### src/rtl/ipitmr_pkg.sv
package ipitmr_pkg;

    // Widest supported processor count; each mask field is this wide.
    localparam int unsigned CPU_MAX   = 4;
    localparam int unsigned SEL_W     = 2;

    // Control-word field positions (other blocks decode these).
    localparam int unsigned REQ_LSB    = 12;
    localparam int unsigned IPICLR_LSB = 8;
    localparam int unsigned TMRCLR_LSB = 4;
    localparam int unsigned NOP_BIT    = 28;

    // Read-back positions of the control word.
    localparam int unsigned RD_IPI_LSB = 8;
    localparam int unsigned RD_TMR_LSB = 4;
    localparam int unsigned RD_CPU_W   = 2;

    typedef enum logic [SEL_W-1:0] {
        SEL_CTRL    = 2'd0,
        SEL_IPI_CLR = 2'd1,
        SEL_TMR_CLR = 2'd2,
        SEL_IPI_REQ = 2'd3
    } sel_e;

endpackage

### src/rtl/ipitmr_decode.sv
module ipitmr_decode
    import ipitmr_pkg::*;
#(
    parameter int unsigned NCPU   = 4,
    parameter int unsigned DATA_W = 64
) (
    input  logic              wr,
    input  logic [SEL_W-1:0]  sel,
    input  logic [DATA_W-1:0] wdata,
    output logic [NCPU-1:0]   ipi_set,
    output logic [NCPU-1:0]   ipi_clr,
    output logic [NCPU-1:0]   tmr_clr,
    output logic              bad_wr
);

    logic [NCPU-1:0] f_req;
    logic [NCPU-1:0] f_iclr;
    logic [NCPU-1:0] f_tclr;
    logic [NCPU-1:0] f_mask;
    logic            f_nop;
    logic            unused_wdata;

    assign f_req  = wdata[REQ_LSB    +: NCPU];
    assign f_iclr = wdata[IPICLR_LSB +: NCPU];
    assign f_tclr = wdata[TMRCLR_LSB +: NCPU];
    assign f_mask = wdata[0          +: NCPU];
    assign f_nop  = wdata[NOP_BIT];
    assign unused_wdata = ^wdata;

    always_comb begin
        ipi_set = '0;
        ipi_clr = '0;
        tmr_clr = '0;
        bad_wr  = 1'b0;
        if (wr) begin
            unique case (sel_e'(sel))
                SEL_CTRL: begin
                    ipi_set = f_req;
                    ipi_clr = f_iclr;
                    tmr_clr = f_tclr;
                    bad_wr  = (f_req == '0) && (f_iclr == '0) &&
                              (f_tclr == '0) && !f_nop;
                end
                SEL_IPI_CLR: begin
                    ipi_clr = f_mask;
                    bad_wr  = (f_mask == '0);
                end
                SEL_TMR_CLR: begin
                    tmr_clr = f_mask;
                    bad_wr  = (f_mask == '0);
                end
                SEL_IPI_REQ: begin
                    ipi_set = f_mask;
                    bad_wr  = (f_mask == '0);
                end
                default: begin
                    bad_wr = 1'b1;
                end
            endcase
        end
    end

endmodule

### src/rtl/ipitmr_pend.sv
module ipitmr_pend #(
    parameter int unsigned NCPU    = 4,
    parameter bit          WARN_EN = 1'b1
) (
    input  logic [NCPU-1:0] cur,
    input  logic [NCPU-1:0] set,
    input  logic [NCPU-1:0] clr,
    output logic [NCPU-1:0] nxt,
    output logic [NCPU-1:0] redundant
);

    // Set applies first, clear last: clear wins on overlap.
    assign nxt = (cur | set) & ~clr;

    generate
        if (WARN_EN) begin : g_warn
            assign redundant = (set & cur) | (clr & ~cur & ~set);
        end else begin : g_nowarn
            assign redundant = '0;
        end
    endgenerate

endmodule

### src/rtl/ipitmr_ctl.sv
module ipitmr_ctl
    import ipitmr_pkg::*;
#(
    parameter int unsigned NCPU   = 4,
    parameter int unsigned DATA_W = 64
) (
    input  logic              clk,
    input  logic              rst_n,
    input  logic              reg_wr,
    input  logic              reg_rd,
    input  logic [SEL_W-1:0]  reg_sel,
    input  logic [DATA_W-1:0] reg_wdata,
    input  logic [RD_CPU_W-1:0] req_cpu,
    input  logic              tick,
    output logic [DATA_W-1:0] reg_rdata,
    output logic [NCPU-1:0]   ipi_irq,
    output logic [NCPU-1:0]   tmr_irq,
    output logic              warn_pulse,
    output logic              err_pulse
);

    localparam int unsigned FIELD_SPAN = NCPU;

    typedef struct packed {
        logic [NCPU-1:0] ipi;
        logic [NCPU-1:0] tmr;
        logic            warn;
        logic            err;
    } state_t;

    state_t st_d, st_q;

    logic [NCPU-1:0] ipi_set, ipi_clr, tmr_clr;
    logic            bad_wr;
    logic [NCPU-1:0] ipi_nxt, tmr_nxt;
    logic [NCPU-1:0] ipi_redundant;
    logic [NCPU-1:0] tmr_redundant_unused;

    ipitmr_decode #(.NCPU(NCPU), .DATA_W(DATA_W)) u_dec (
        .wr      (reg_wr),
        .sel     (reg_sel),
        .wdata   (reg_wdata),
        .ipi_set (ipi_set),
        .ipi_clr (ipi_clr),
        .tmr_clr (tmr_clr),
        .bad_wr  (bad_wr)
    );

    ipitmr_pend #(.NCPU(NCPU), .WARN_EN(1'b1)) u_ipi (
        .cur       (st_q.ipi),
        .set       (ipi_set),
        .clr       (ipi_clr),
        .nxt       (ipi_nxt),
        .redundant (ipi_redundant)
    );

    ipitmr_pend #(.NCPU(NCPU), .WARN_EN(1'b0)) u_tmr (
        .cur       (st_q.tmr),
        .set       ({FIELD_SPAN{tick}}),
        .clr       (tmr_clr),
        .nxt       (tmr_nxt),
        .redundant (tmr_redundant_unused)
    );

    always_comb begin
        st_d      = st_q;
        st_d.ipi  = ipi_nxt;
        st_d.tmr  = tmr_nxt;
        st_d.warn = |ipi_redundant;
        st_d.err  = bad_wr;
    end

    always_ff @(posedge clk) begin
        if (!rst_n) begin
            st_q <= '0;
        end else begin
            st_q <= st_d;
        end
    end

    always_comb begin
        reg_rdata = '0;
        if (reg_rd && (sel_e'(reg_sel) == SEL_CTRL)) begin
            reg_rdata[RD_IPI_LSB +: NCPU]   = st_q.ipi;
            reg_rdata[RD_TMR_LSB +: NCPU]   = st_q.tmr;
            reg_rdata[0 +: RD_CPU_W]        = req_cpu;
        end
    end

    assign ipi_irq    = st_q.ipi;
    assign tmr_irq    = st_q.tmr;
    assign warn_pulse = st_q.warn;
    assign err_pulse  = st_q.err;

endmodule

### config.mk
export PLATFORM = sky130hd
export DESIGN_NAME = ipitmr_ctl
export DESIGN_NICKNAME = d
export VERILOG_FILES = /design/src/rtl/ipitmr_pkg.sv /design/src/rtl/ipitmr_decode.sv /design/src/rtl/ipitmr_pend.sv /design/src/rtl/ipitmr_ctl.sv
export SDC_FILE = /design/constraint.sdc
export NUM_CORES = 1
export LEC_CHECK = 0
export BUFFER_PORTS_ARGS = -buffer_cell sky130_fd_sc_hd__buf_4
export CORE_UTILIZATION = 31
export DETAILED_ROUTE_END_ITERATION = 12
export PLACE_DENSITY = 0.78
export RECOVER_POWER = 25
export SYNTH_ARGS = -nofsm -noshare
export SYNTH_HDL_FRONTEND = slang
export SYNTH_HIERARCHICAL = 1
export SYNTH_SLANG_ARGS = --single-unit
### constraint.sdc
create_clock -name clk -period 1.83 [get_ports clk]
set_clock_uncertainty 0.2 [all_clocks]
set_input_delay 0.2745 -clock clk [delete_from_list [all_inputs] [get_ports clk]]
set_output_delay 0.2745 -clock clk [all_outputs]
set_load 0.02 [all_outputs]
== After elaboration in Yosys (flattened, before gate mapping) ==
Index checks and enable logic that the tools add are counted.

* Bits in registers: 10
* Output and inout port bits: 74
* Input port bits: 73

* Bitwise gates (word level): 12
* Reductions and logical operators: 13
* Equal/unequal tests: 3
* Multiplexer cells: 9

{| class="wikitable"
|+ Operators by type and width
! kind !! count
|-
| case mux 4 bit (2 select lines) || 3
|-
| bitwise AND 4 bit || 5
|-
| zero test 4 bit || 4
|-
| NOT 4 bit || 4
|-
| two-way mux 4 bit || 3
|-
| bitwise OR 4 bit || 3
|-
| two-way mux 8 bit || 1
|-
| == test 2 bit, second input constant || 2
|-
| logical AND 1 bit || 4
|-
| OR reduction 4 bit || 1
|-
| OR reduction 3 bit || 1
|-
| == test 2 x 1 -> 1 bit, second input constant || 1
|-
| zero test 2 bit || 1
|-
| two-way mux 2 bit || 1
|-
| case mux 1 bit (2 select lines) || 1
|-
| AND reduction 2 bit || 1
|-
| zero test 1 bit || 1
|}

== Longest topological paths before layout ==
Gate-level depths: netlist of run 1.

* Depth in word-level cells: 7
* Depth in mapped cells: 8
* Gate-level depth less buffers: 7

== Cells and area by module ==
Netlist of run 1, hierarchy kept.

{| class="wikitable"
|+ Modules (own cells, without submodules)
! module !! times used !! area an instance (um2) !! cells an instance
|-
| ipitmr_ctl || 1 || 802.0 || 85
|-
| ipitmr_decode || 1 || 316.6 || 42
|-
| ipitmr_pend at u_ipi || 1 || 85.1 || 16
|-
| ipitmr_pend at u_tmr || 1 || 73.8 || 9
|}

== Worst setup path after synthesis of run 1 ==
No wires, ideal clock.

* Path type: in2reg
* Start point: input port reg_sel[0]
* End point: register st_q (netlist bit warn_pulse)
* Stages: 7
* Required time: 1.505 ns
* Library setup time: 0.125 ns
* Slack: -0.113 ns
* Arrival time: 1.618 ns
* Path through: inv_1 ha_1 or2b_1 nor2_1 nor2_1 a21bo_1 o41a_1

* Longest elaborated chain between the ends: 7

{| class="wikitable"
|+ RTL lines
! element !! line !! RTL
|-
| from (decl) || ipitmr_ctl.sv:11 || <nowiki>input logic [SEL_W-1:0] reg_sel,</nowiki>
|-
| == test 2 bit or zero test 2 bit (tied branches) || ipitmr_decode.sv:36 || <nowiki>unique case (sel_e'(sel))</nowiki>
|-
| case mux 4 bit (2 select lines) (*) || ipitmr_decode.sv:36 ||
|-
| two-way mux 4 bit (*) || ipitmr_decode.sv:35 || <nowiki>if (wr) begin</nowiki>
|-
| net ipi_set[1] || ipitmr_ctl.sv:33 || <nowiki>logic [NCPU-1:0] ipi_set, ipi_clr, tmr_clr;</nowiki>
|-
| NOT 4 bit || ipitmr_pend.sv:17 || <nowiki>assign redundant = (set & cur) | (clr & ~cur & ~set);</nowiki>
|-
| bitwise AND 4 bit || ipitmr_pend.sv:17 ||
|-
| bitwise OR 4 bit (*) || ipitmr_pend.sv:17 ||
|-
| net ipi_redundant[1] || ipitmr_ctl.sv:36 || <nowiki>logic [NCPU-1:0] ipi_redundant;</nowiki>
|-
| OR reduction 4 bit (*) || ipitmr_ctl.sv:69 || <nowiki>st_d.warn = |ipi_redundant;</nowiki>
|-
| to (signal assigned) || ipitmr_ctl.sv:77 || <nowiki>st_q <= st_d;</nowiki>
|-
| to (decl) || ipitmr_ctl.sv:31 || <nowiki>state_t st_d, st_q;</nowiki>
|}

Mark *: on every way through the listed nets, which the timed path passes. The rest lies on a longest branch.
A chain may end at the register's enable or synchronous reset.

== Final worst setup path of run 1 ==
* Start point: input port reg_sel[1]
* End point: register st_q (netlist bit warn_pulse)

Same word-level chain as after synthesis.

==> run summary, run 1 <==
Once placement completed, the tool counted placed cells totaling 245. STA classifies the critical path endpoint as a flip-flop. The total power per unit cell area is 540 nW/um^2. Leaving out fill and tap cells, the most frequent cell in the layout is conb_1. The width of the die was 65.3 um. During placement, the flow inserted port buffers numbering 45. TritonCTS built the clock tree.

The first detailed-routing pass took 4 iterations. Setup violations remaining at the end of the flow were counted as 0. The logs give 1500 um^2 for the standard cell area after detailed placement and 1540 um^2 for the final cell area excluding filler cells. The clock reaches the later pin of the worst-skew pair after 0.24 ns. The number of hold violations in the final report is 0, and the height of the die is 65.3 um. The data required time of the critical path was 1.75 ns. For the finished layout, the period the worst path requires is 1.80 ns.

The flow ran to the end, and the final reports show no timing, DRC or antenna violations. In this run the most critical hold path is launched from rst_n. Across the run, the number of max-cap violations was 0. The number of antenna diodes in the final layout is 0.

The number of cells in the finished layout apart from fillers came out at 249. In the layout the commonest cells are 54 x conb_1, 46 x buf_4, 12 x a22oi_1. The min-delay analysis places its worst path in the category input port to flip-flop. Synthesis produced 147 cells. Top achievable clock speed: 556 MHz.

After detailed routing, the number of vias per cell comes to 4.11. 147 I/O pins were placed. The share of the clock period used by the worst path after layout is 0.982. The starting density of the core came out at 0.332. For this run, design rule violations remaining after detail routing come to 0. Clock tree synthesis inserted a total of 3 buffers. The logs give 0.133 for the global-route usage over all layers and 0.113 ns for the worst-case hold slack. The tools report the detailed-placement wirelength estimate as 2.31 mm.

The run gives 1023 as the total vias in the final route. For this run the aggregate overflow at the end of global routing stands at 0. Final weighted congestion of routability-driven global placement: 0.826. The sequential cell area is 200 um^2.

The logs give 2.79 mm for the final wirelength and 0 for the number of antenna violations at the first check in global routing. For the multi-input logic area, the log shows 840 um^2. Each instance of the synthesized netlist takes up on average 8.46 um^2.

The detailed router finished its first iteration with 23 violations. The critical path startpoint was reg_sel[1]. Yosys printed 6 warnings.

At the worst endpoint, the arrival time is 1.72 ns. Dividing the detail-routed wire length by the instance count gives 11.2 um. The logs give 0 for the number of setup buffers added after CTS and 416 for the count of filler cells inserted in the layout.

The beginning of the worst register-to-register path is ipi_irq[2]$_SDFF_PN0_. Root buffer cell: clkbuf_8. Entering global routing, the biggest net connects 11 pins. Floorplan core area: 3740 um^2. The floorplan step defined a die boundary enclosing 4270 um^2.

The clock passes through at most 2 buffers. The first global-routing pass estimated 4.17 mm of wire. The area added between synthesis and finish was 23.7%. The run gives 1 as the number of H-tree branching levels. In this run the worst path has a maximum fanout of 4. Critical path class: input port to flip-flop. The final max-slew violation count was 0.

Setup total negative slack on the finished layout was measured at 0 ns. The detail route stage leaves a number of antenna-violating nets equal to 0. The run gives 1240 um^2 as the synthesized area.

In the final design database the tool counted 280 nets. The worst IR drop on VDD is 0.311 mV, and the via count of the first global-routing pass is 880. The type of element launching the critical path was an input port. The leakage power of the design was 0.791 nW; the fraction of layout cells with a size suffix above 1 was 0.343.

The clock-pin slew reported for the worst setup and hold paths after clock tree synthesis was 0.05 ns; the number of sinks on the clock net was 10. The tools report the number of cell rows as 22.
==> state kept, by name, indices dropped and copies added, names as in the netlist <==
register and cells:
warn_pulse 1, ipi_irq 4, tmr_irq 4, err_pulse 1
==> where the power goes <==
part,switching (mW),internal (mW),leakage [nW],total [mW]
combinational,0.199,0.110,0.680,0.309
sequential,0.00899,0.231,0.0822,0.240
clock,0.0922,0.190,0.0288,0.282
total,0.300,0.530,0.791,0.831
==> worst max-delay path: stages <==
cell     delay [ns]
buf_4          0.14
inv_4          0.06
ha_4           0.19
or2b_4         0.27
nor2_2         0.13
nor2_1         0.08
a21bo_1        0.17
o41a_1         0.41
==> stage by stage <==
stage / power (mW) / setup slack, ns / utilization
3_5_place_dp: 0.555 / -0.242 / 0.400
6_report: 0.831 / 0.0323 / 0.411
2_1_floorplan: 0.527 / 0.00621 / -
5_1_grt: 0.889 / -0.0152 / 0.411
4_1_cts: 0.846 / 0.00827 / 0.414
3_3_place_gp: 0.551 / -0.222 / 0.400
==> metal layers <==
layer	vias up	routed length [um]	GRT usage
li1	505	-	-
met1	446	1150	0.153
met2	70	1330	0.220
met3	2	299	0.0521
met4	0	15	0.0489
met5	-	0	0
==> final cells by class <==
type / instances / area share
multi-input combinational: 132 / 0.546
timing repair buffer: 53 / 0.241
sequential: 10 / 0.130
tap: 48 / 0.0390
clock buffer: 4 / 0.0358
inverter: 2 / 0.00813
==> what timing repair did <==
item | CTS | global route
setup endpoints to repair | 0 | 1
hold buffers | 0 | 0
gates resized for setup | 0 | 5
==> worst paths after layout <==
| check | to | slack [ns] | cells after the start |
|---|---|---|---|
| setup / recovery | warn_pulse$_SDFF_PN0_ | 0.03 | 8 |
| hold / removal | ipi_irq[3]$_SDFF_PN0_ | 0.11 | 2 |
| setup reg to reg | warn_pulse$_SDFF_PN0_ | 0.49 | 3 |
| hold reg to reg | tmr_irq[3]$_SDFF_PN0_ | 0.39 | 2 |
Note: power is estimated with default switching activity, not from simulation.
==> run 2, diff against run 1 <==
--- a/config.mk
+++ b/config.mk
@@ -9,7 +9,7 @@
 export CORE_UTILIZATION = 31
 export DETAILED_ROUTE_END_ITERATION = 12
 export PLACE_DENSITY = 0.78
-export RECOVER_POWER = 25
+export RECOVER_POWER = 50
 export SYNTH_ARGS = -nofsm -noshare
 export SYNTH_HDL_FRONTEND = slang
 export SYNTH_HIERARCHICAL = 1
==> run summary, run 2 (synthesis gave the netlist of run 1 again) <==
The run finished with clean final reports. The final cell area excluding filler cells was 1530 um^2 (-0.73%); the total vias in the final route was 1021 (-0.20%). The tools report the standard cell area after detailed placement as 1500 um^2 (unchanged).

The number of hold-repair buffers added at the cts stage is 0 (unchanged). The count of buffers inserted at the top-level ports is 45 (unchanged), and the number of hold violations in the final report is 0 (unchanged). The number of buffers inserted during clock tree synthesis was 3 (unchanged). The detailed-placement wirelength estimate was 2.31 mm (unchanged). STA classifies the critical path endpoint as a flip-flop. For the final wirelength, the log shows 2.79 mm (unchanged). For the power spent charging and discharging nets, the log shows 0.301 mW (+0.28%). The routed via count divided by cell count came out at 4.10 (-0.20%). The tree is rooted in a clkbuf_8.

The height of the die is 65.3 um (unchanged), and the number of H-tree branching levels is 1 (unchanged). The worst IR drop on VDD is 0.307 mV (-1.2%), and the largest net degree at the start of global routing is 11 (unchanged). The leakage power of the design was 0.778 nW (-1.7%). The count of filler cells inserted in the layout is 418 (+0.48%), and the floorplan core area is 3740 um^2 (unchanged). The minimum clock period is 1.80 ns (+0.00335 ns). The overflow left after global routing was 0 (unchanged). The tools report the via count of the first global-routing pass as 880 (unchanged).

The final setup violation count was 0 (unchanged). The final max-slew violation count was 0 (unchanged). The number of cell rows is 22 (unchanged), and the fraction of layout cells with a size suffix above 1 is 0.328 (-0.0149).

The switching part of the total is 0.363 (+0.00157). The share of the clock period used by the worst path after layout came out at 0.984 (+0.00183). The total power per unit cell area is 543 nW/um^2 (+0.58%), and the clock-pin slew reported for the worst setup and hold paths after clock tree synthesis is 0.05 ns (about the same).

The I/O pin count was 147 (unchanged); the logic gate share of total power was 0.370 (-0.002). The met3 routing resource usage after global routing is 0.0521 (unchanged), and the average detailed-routed wire length per instance is 11.2 um (unchanged). The most frequent standard cell in the layout excluding fill and tap cells was conb_1. The part of the power in registers was 0.289 (about the same). The area growth from synthesis to layout is 22.8%.

The width of the die works out to 65.3 um (unchanged). The starting density of the core is 0.332 (unchanged). The worst setup path is launched from an input port.

Number of antenna violations at the first check in global routing: 0 (unchanged). The max-capacitance violation count was 0 (unchanged); the worst-case hold slack was 0.115 ns (+0.00189 ns). The number of design rule violations left after detail routing is 0 (unchanged), and the global-route track usage on met2 is 0.220 (unchanged). Maximum net fanout on the critical path: 4 (unchanged). The share of total power in the clock network was 0.341 (+0.002).

Internal cell power: 0.528 mW (-0.40%). The kind of path behind the tightest hold check was input port to flip-flop. The met1 track demand over resource in global routing is 0.153 (unchanged).

For the overall die area, the log shows 4270 um^2 (unchanged). The first-pass GRT wire length is 4.17 mm (unchanged), and the total iterations of the first detailed-routing run is 4 (unchanged). The run gives 20 (-13%) as the violation count after the first detailed-routing iteration. TritonCTS built the clock tree. The number of sinks on the clock net is 10 (unchanged), and the clock latency on the worst-skew pair is 0.24 ns (about the same).

The global-route usage over all layers is 0.133 (unchanged). The global routing stage identified its most utilized layer as met2. For the arrival time reported for the critical path endpoint, the log shows 1.72 ns (about the same).

The total power of the final layout was 0.830 mW (-0.15%). The total inserted antenna cells was 0 (unchanged). The number of nets in the finished design is 280 (unchanged). In the layout the commonest cells are 54 x conb_1, 43 x buf_4, 12 x a22oi_1.

The run gives 2 (unchanged) as the number of buffers between clock root and the deepest sink. The final weighted congestion of routability-driven global placement came out at 0.826 (unchanged). The number of antenna-violating nets in the routed design is 0 (unchanged). The critical path in this run is classified as input port to flip-flop. The logs give 555 MHz (-0.19%) for the top achievable clock speed and 1.75 ns (about the same) for the data required time of the critical path.
## run 2: power groups by stage
| stage | Clock (mW) | Sequential, mW | Combinational [mW] |
|---|---|---|---|
| 6_report | 0.283 | 0.240 | 0.307 |
| 5_1_grt | 0.312 | 0.242 | 0.332 |
| 4_1_cts | 0.295 | 0.241 | 0.311 |
| 3_5_place_dp | 0 | 0.245 | 0.310 |
| 3_3_place_gp | 0 | 0.244 | 0.306 |
| 2_1_floorplan | 0 | 0.258 | 0.268 |
## run 2: per-stage QoR
step	util	setup WS [ns]	std cells	TNS [ns]
after global placement	0.400	-0.222	245	-0.222
after detailed placement	0.400	-0.242	245	-0.242
after global routing	0.408	-0.0151	249	-0.0151
after CTS	0.414	0.00827	249	0
final	0.408	0.0289	249	0
after floorplan	-	0.00621	200	0
## run 2: final timing paths
check                         from                     to  slack [ns]  depth (start not counted)
max reg2reg  ipi_irq[0]$_SDFF_PN0_  warn_pulse$_SDFF_PN0_        0.49                          3
min                          rst_n  ipi_irq[3]$_SDFF_PN0_        0.11                          2
min reg2reg  tmr_irq[3]$_SDFF_PN0_  tmr_irq[3]$_SDFF_PN0_        0.39                          2
max                     reg_sel[1]  warn_pulse$_SDFF_PN0_        0.03                          8
## run 2: repair_timing
item                                   CTS  global route
setup buffers                            0             0
setup endpoints to repair                0             1
endpoints found under the hold margin    0             0
resized for setup                        0             5
## run 2: metal layers
| metal | vias up | part of all wire | routed length [um] |
|---|---|---|---|
| li1 | 505 | - | - |
| met1 | 446 | 0.42 | 1160 |
| met2 | 68 | 0.47 | 1320 |
| met3 | 2 | 0.10 | 289 |
| met4 | 0 | 0.0054 | 15 |
| met5 | - | 0 | 0 |
## run 2: cell type report
| cell class | instances | area (um^2) | area share |
|---|---|---|---|
| Clock buffer | 4 | 55.1 | 0.0360 |
| Multi-Input combinational cell | 132 | 840 | 0.550 |
| Sequential cell | 10 | 200 | 0.131 |
| Inverter | 2 | 12.5 | 0.00819 |
| Timing Repair Buffer | 53 | 360 | 0.236 |
| Tap cell | 48 | 60.1 | 0.0393 |
## run 2: worst max-delay path, stage by stage
cell     delay, ns
buf_4         0.14
inv_4         0.06
ha_4          0.19
or2b_4        0.27
nor2_2        0.13
nor2_1        0.08
a21bo_1       0.17
o41a_1        0.41
==> run 3, diff against run 2 <==
--- a/config.mk
+++ b/config.mk
@@ -10,6 +10,8 @@
 export DETAILED_ROUTE_END_ITERATION = 12
 export PLACE_DENSITY = 0.78
 export RECOVER_POWER = 50
+export REMOVE_ABC_BUFFERS = 1
+export SKIP_LAST_GASP = 1
 export SYNTH_ARGS = -nofsm -noshare
 export SYNTH_HDL_FRONTEND = slang
 export SYNTH_HIERARCHICAL = 1
==> run summary, run 3 (synthesis gave the netlist of run 1 again) <==
Reg2reg setup slack: 0.48 ns (about the same). The run gives 0.332 (unchanged) as the starting density of the core. Setup repair after global routing left no endpoint under its margin.

The maximum net fanout on the critical path came out at 4 (unchanged). For hold timing, the worst endpoint is err_pulse$_SDFF_PN0_. The final weighted congestion of routability-driven global placement was 0.804 (-2.7%); the floorplan core area was 3740 um^2 (unchanged).

The number of buffers inserted during clock tree synthesis came out at 3 (unchanged). In this run the critical register-to-register path is captured at warn_pulse$_SDFF_PN0_. Average detailed-routed wire length per instance: 12.2 um (+8.5%). The tools report the final worst-path setup slack as 0.0521 ns (+0.0231 ns). The arrival time reported for the critical path endpoint came out at 1.70 ns (-0.02 ns). Utilization after layout: 0.415 (+0.00668). The total inserted antenna cells is 0 (unchanged), and the detailed-placement wirelength estimate is 2.41 mm (+4.3%). The number of cell rows came out at 22 (unchanged).

The flow ran to the end, and the final reports show no timing, DRC or antenna violations. Relative to the synthesized area, the layout overhead comes to 24.8%. Number of stages on the worst hold path: 2 (unchanged). The clock latency on the worst-skew pair was 0.24 ns (about the same); the number of H-tree branching levels was 1 (unchanged).

The root buffer cell is clkbuf_8. The width of the die is 65.3 um (unchanged), and the number of setup buffers added after CTS is 0 (unchanged). The multi-input logic area was 887 um^2 (+5.7%). Leaving out fill and tap cells, the most frequent cells in the layout are 54 x conb_1, 41 x buf_4, 13 x clkbuf_1. The sequential cell area is 200 um^2 (unchanged), and the largest net degree at the start of global routing is 13 (+2). The violation count after the first detailed-routing iteration came out at 42 (+110%). The fraction of layout cells with a size suffix above 1 is 0.338 (+0.00995), and the total vias in the final route is 1085 (+6.3%).

The count of buffers inserted at the top-level ports is 45 (unchanged), and the number of nets in the finished design is 281 (+0.36%). For this design, the slowest cell found on the critical path is o41a_1. Leaving out fill and tap cells, the most frequent cell in the layout is conb_1. The number of antenna-violating nets in the routed design was 0 (unchanged).

The depth of the most critical reg-to-reg path is 3 (unchanged), and the via count of the first global-routing pass is 908 (+3.2%). The logs give 1490 um^2 (-0.67%) for the standard cell area after detailed placement and 4.40 mm (+5.3%) for the first-pass GRT wire length. The logs give 0 (unchanged) for the final max-slew violation count and 0.791 mW (-4.7%) for the total power of the final layout.

The run gives -0.256 ns (-0.0137 ns) as the pre-CTS worst setup slack. Final wirelength: 3.03 mm (+8.5%). The run gives 2 (unchanged) as the number of buffers between clock root and the deepest sink. The tools report the count of filler cells inserted in the layout as 401 (-4.1%).

The number of hold-repair buffers added at the cts stage is 0 (unchanged), and the overflow left after global routing is 0 (unchanged). The height of the die is 65.3 um (unchanged). TritonCTS built the clock tree. The number of hold violations in the final report came out at 0 (unchanged). The critical path goes through buf_4 > inv_2 > ha_4 > or2b_4 > nor2_4 > nor2_2 > a21bo_1 > o41a_1. The run gives 0 (unchanged) as the number of antenna violations at the first check in global routing. The share of the clock period used by the worst path after layout is 0.972 (-0.0126), and the global-route usage over all layers is 0.142 (+0.00868).

The minimum clock period works out to 1.78 ns (-0.0231 ns). The clock-pin slew reported for the worst setup and hold paths after clock tree synthesis came out at 0.05 ns (about the same). The max-capacitance violation count was 0 (unchanged). STA classifies the critical path endpoint as a flip-flop.

Longest individual stage delay on the worst path: 0.40 ns (about the same). The tools report the final setup violation count as 0 (unchanged). The tools report the top achievable clock speed as 562 MHz (+1.3%).

The run gives 0.769 nW (-1.1%) as the leakage power of the design. The overall die area was 4270 um^2 (unchanged). The tools report the total iterations of the first detailed-routing run as 4 (unchanged). The startpoint identified for the worst register-to-register timing path is ipi_irq[1]$_SDFF_PN0_. The routed via count divided by cell count came out at 4.36 (+6.3%). The startpoint identified for the worst hold timing path is rst_n.

The number of design rule violations left after detail routing was 0 (unchanged); the data required time of the critical path was 1.75 ns (about the same). The kind of path behind the tightest hold check was input port to flip-flop. The tools report the final cell area excluding filler cells as 1550 um^2 (+1.6%). The final total negative setup slack was 0 ns (unchanged); the total power per unit cell area was 509 nW/um^2 (-6.2%). The critical path is of the input port to flip-flop type. The I/O pin count is 147 (unchanged). The tools report the number of sinks on the clock net as 10 (unchanged). For the worst IR drop on VDD, the log shows 0.297 mV (-3.3%).

Type of element launching the critical path: an input port.
## run 3: changes by cell type in the layout (fill, tap and decap cells not counted), sizes merged
| cell | change |
|---|---|
| buf | -2 |
| clkbuf | +2 |
## run 3: final cells by class
class	count	area share
tap	48	0.0387
clock buffer	3	0.0266
sequential	10	0.129
multi-input combinational	132	0.571
inverter	2	0.00483
timing repair buffer	54	0.230
## run 3: worst max path at each step
stage               start                     to  slack (ns)  cells after the start
3_5_place_dp   reg_sel[1]  warn_pulse$_SDFF_PN0_       -0.26                      8
3_3_place_gp   reg_sel[0]  warn_pulse$_SDFF_PN0_       -0.24                      8
6_report       reg_sel[1]  warn_pulse$_SDFF_PN0_        0.05                      8
4_1_cts        reg_sel[1]  warn_pulse$_SDFF_PN0_       0.005                      8
2_1_floorplan  reg_sel[0]  warn_pulse$_SDFF_PN0_       -0.11                      7
5_1_grt        reg_sel[0]  warn_pulse$_SDFF_PN0_        0.01                      7
## run 3: repair_timing
item | CTS | global route
pin swaps | 1 | 5
gates resized for setup | 0 | 17
endpoints found under the setup margin | 1 | 1
## run 3: per-stage QoR
stage	cells	hold WS, ns
6_report	249	0.141
5_1_grt	249	0.139
4_1_cts	249	0.136
3_5_place_dp	246	0.379
3_3_place_gp	246	0.375
2_1_floorplan	144	0.196
## run 3: per-layer routing
metal	share of wire	GRT usage	up-vias
met4	0.019	0.0815	0
met5	0	0	-
li1	-	-	510
met1	0.43	0.177	492
met3	0.10	0.0451	4
met2	0.45	0.211	79
## run 3: report_power, final
| part | total (mW) | internal [mW] | switching, mW |
|---|---|---|---|
| logic | 0.321 | 0.112 | 0.208 |
| registers | 0.241 | 0.231 | 0.00972 |
| clock network | 0.229 | 0.144 | 0.0851 |
| total | 0.791 | 0.488 | 0.303 |
## run 3: worst max-delay path, delay by kind of cell
| kind | cells | cell delay, ns |
|---|---|---|
| buffers and inverters | 2 | 0.19 |
| adder cells (fa/ha/maj) | 1 | 0.20 |
| AO/OA/AOI/OAI | 2 | 0.57 |
| AND/OR/NAND/NOR | 3 | 0.46 |
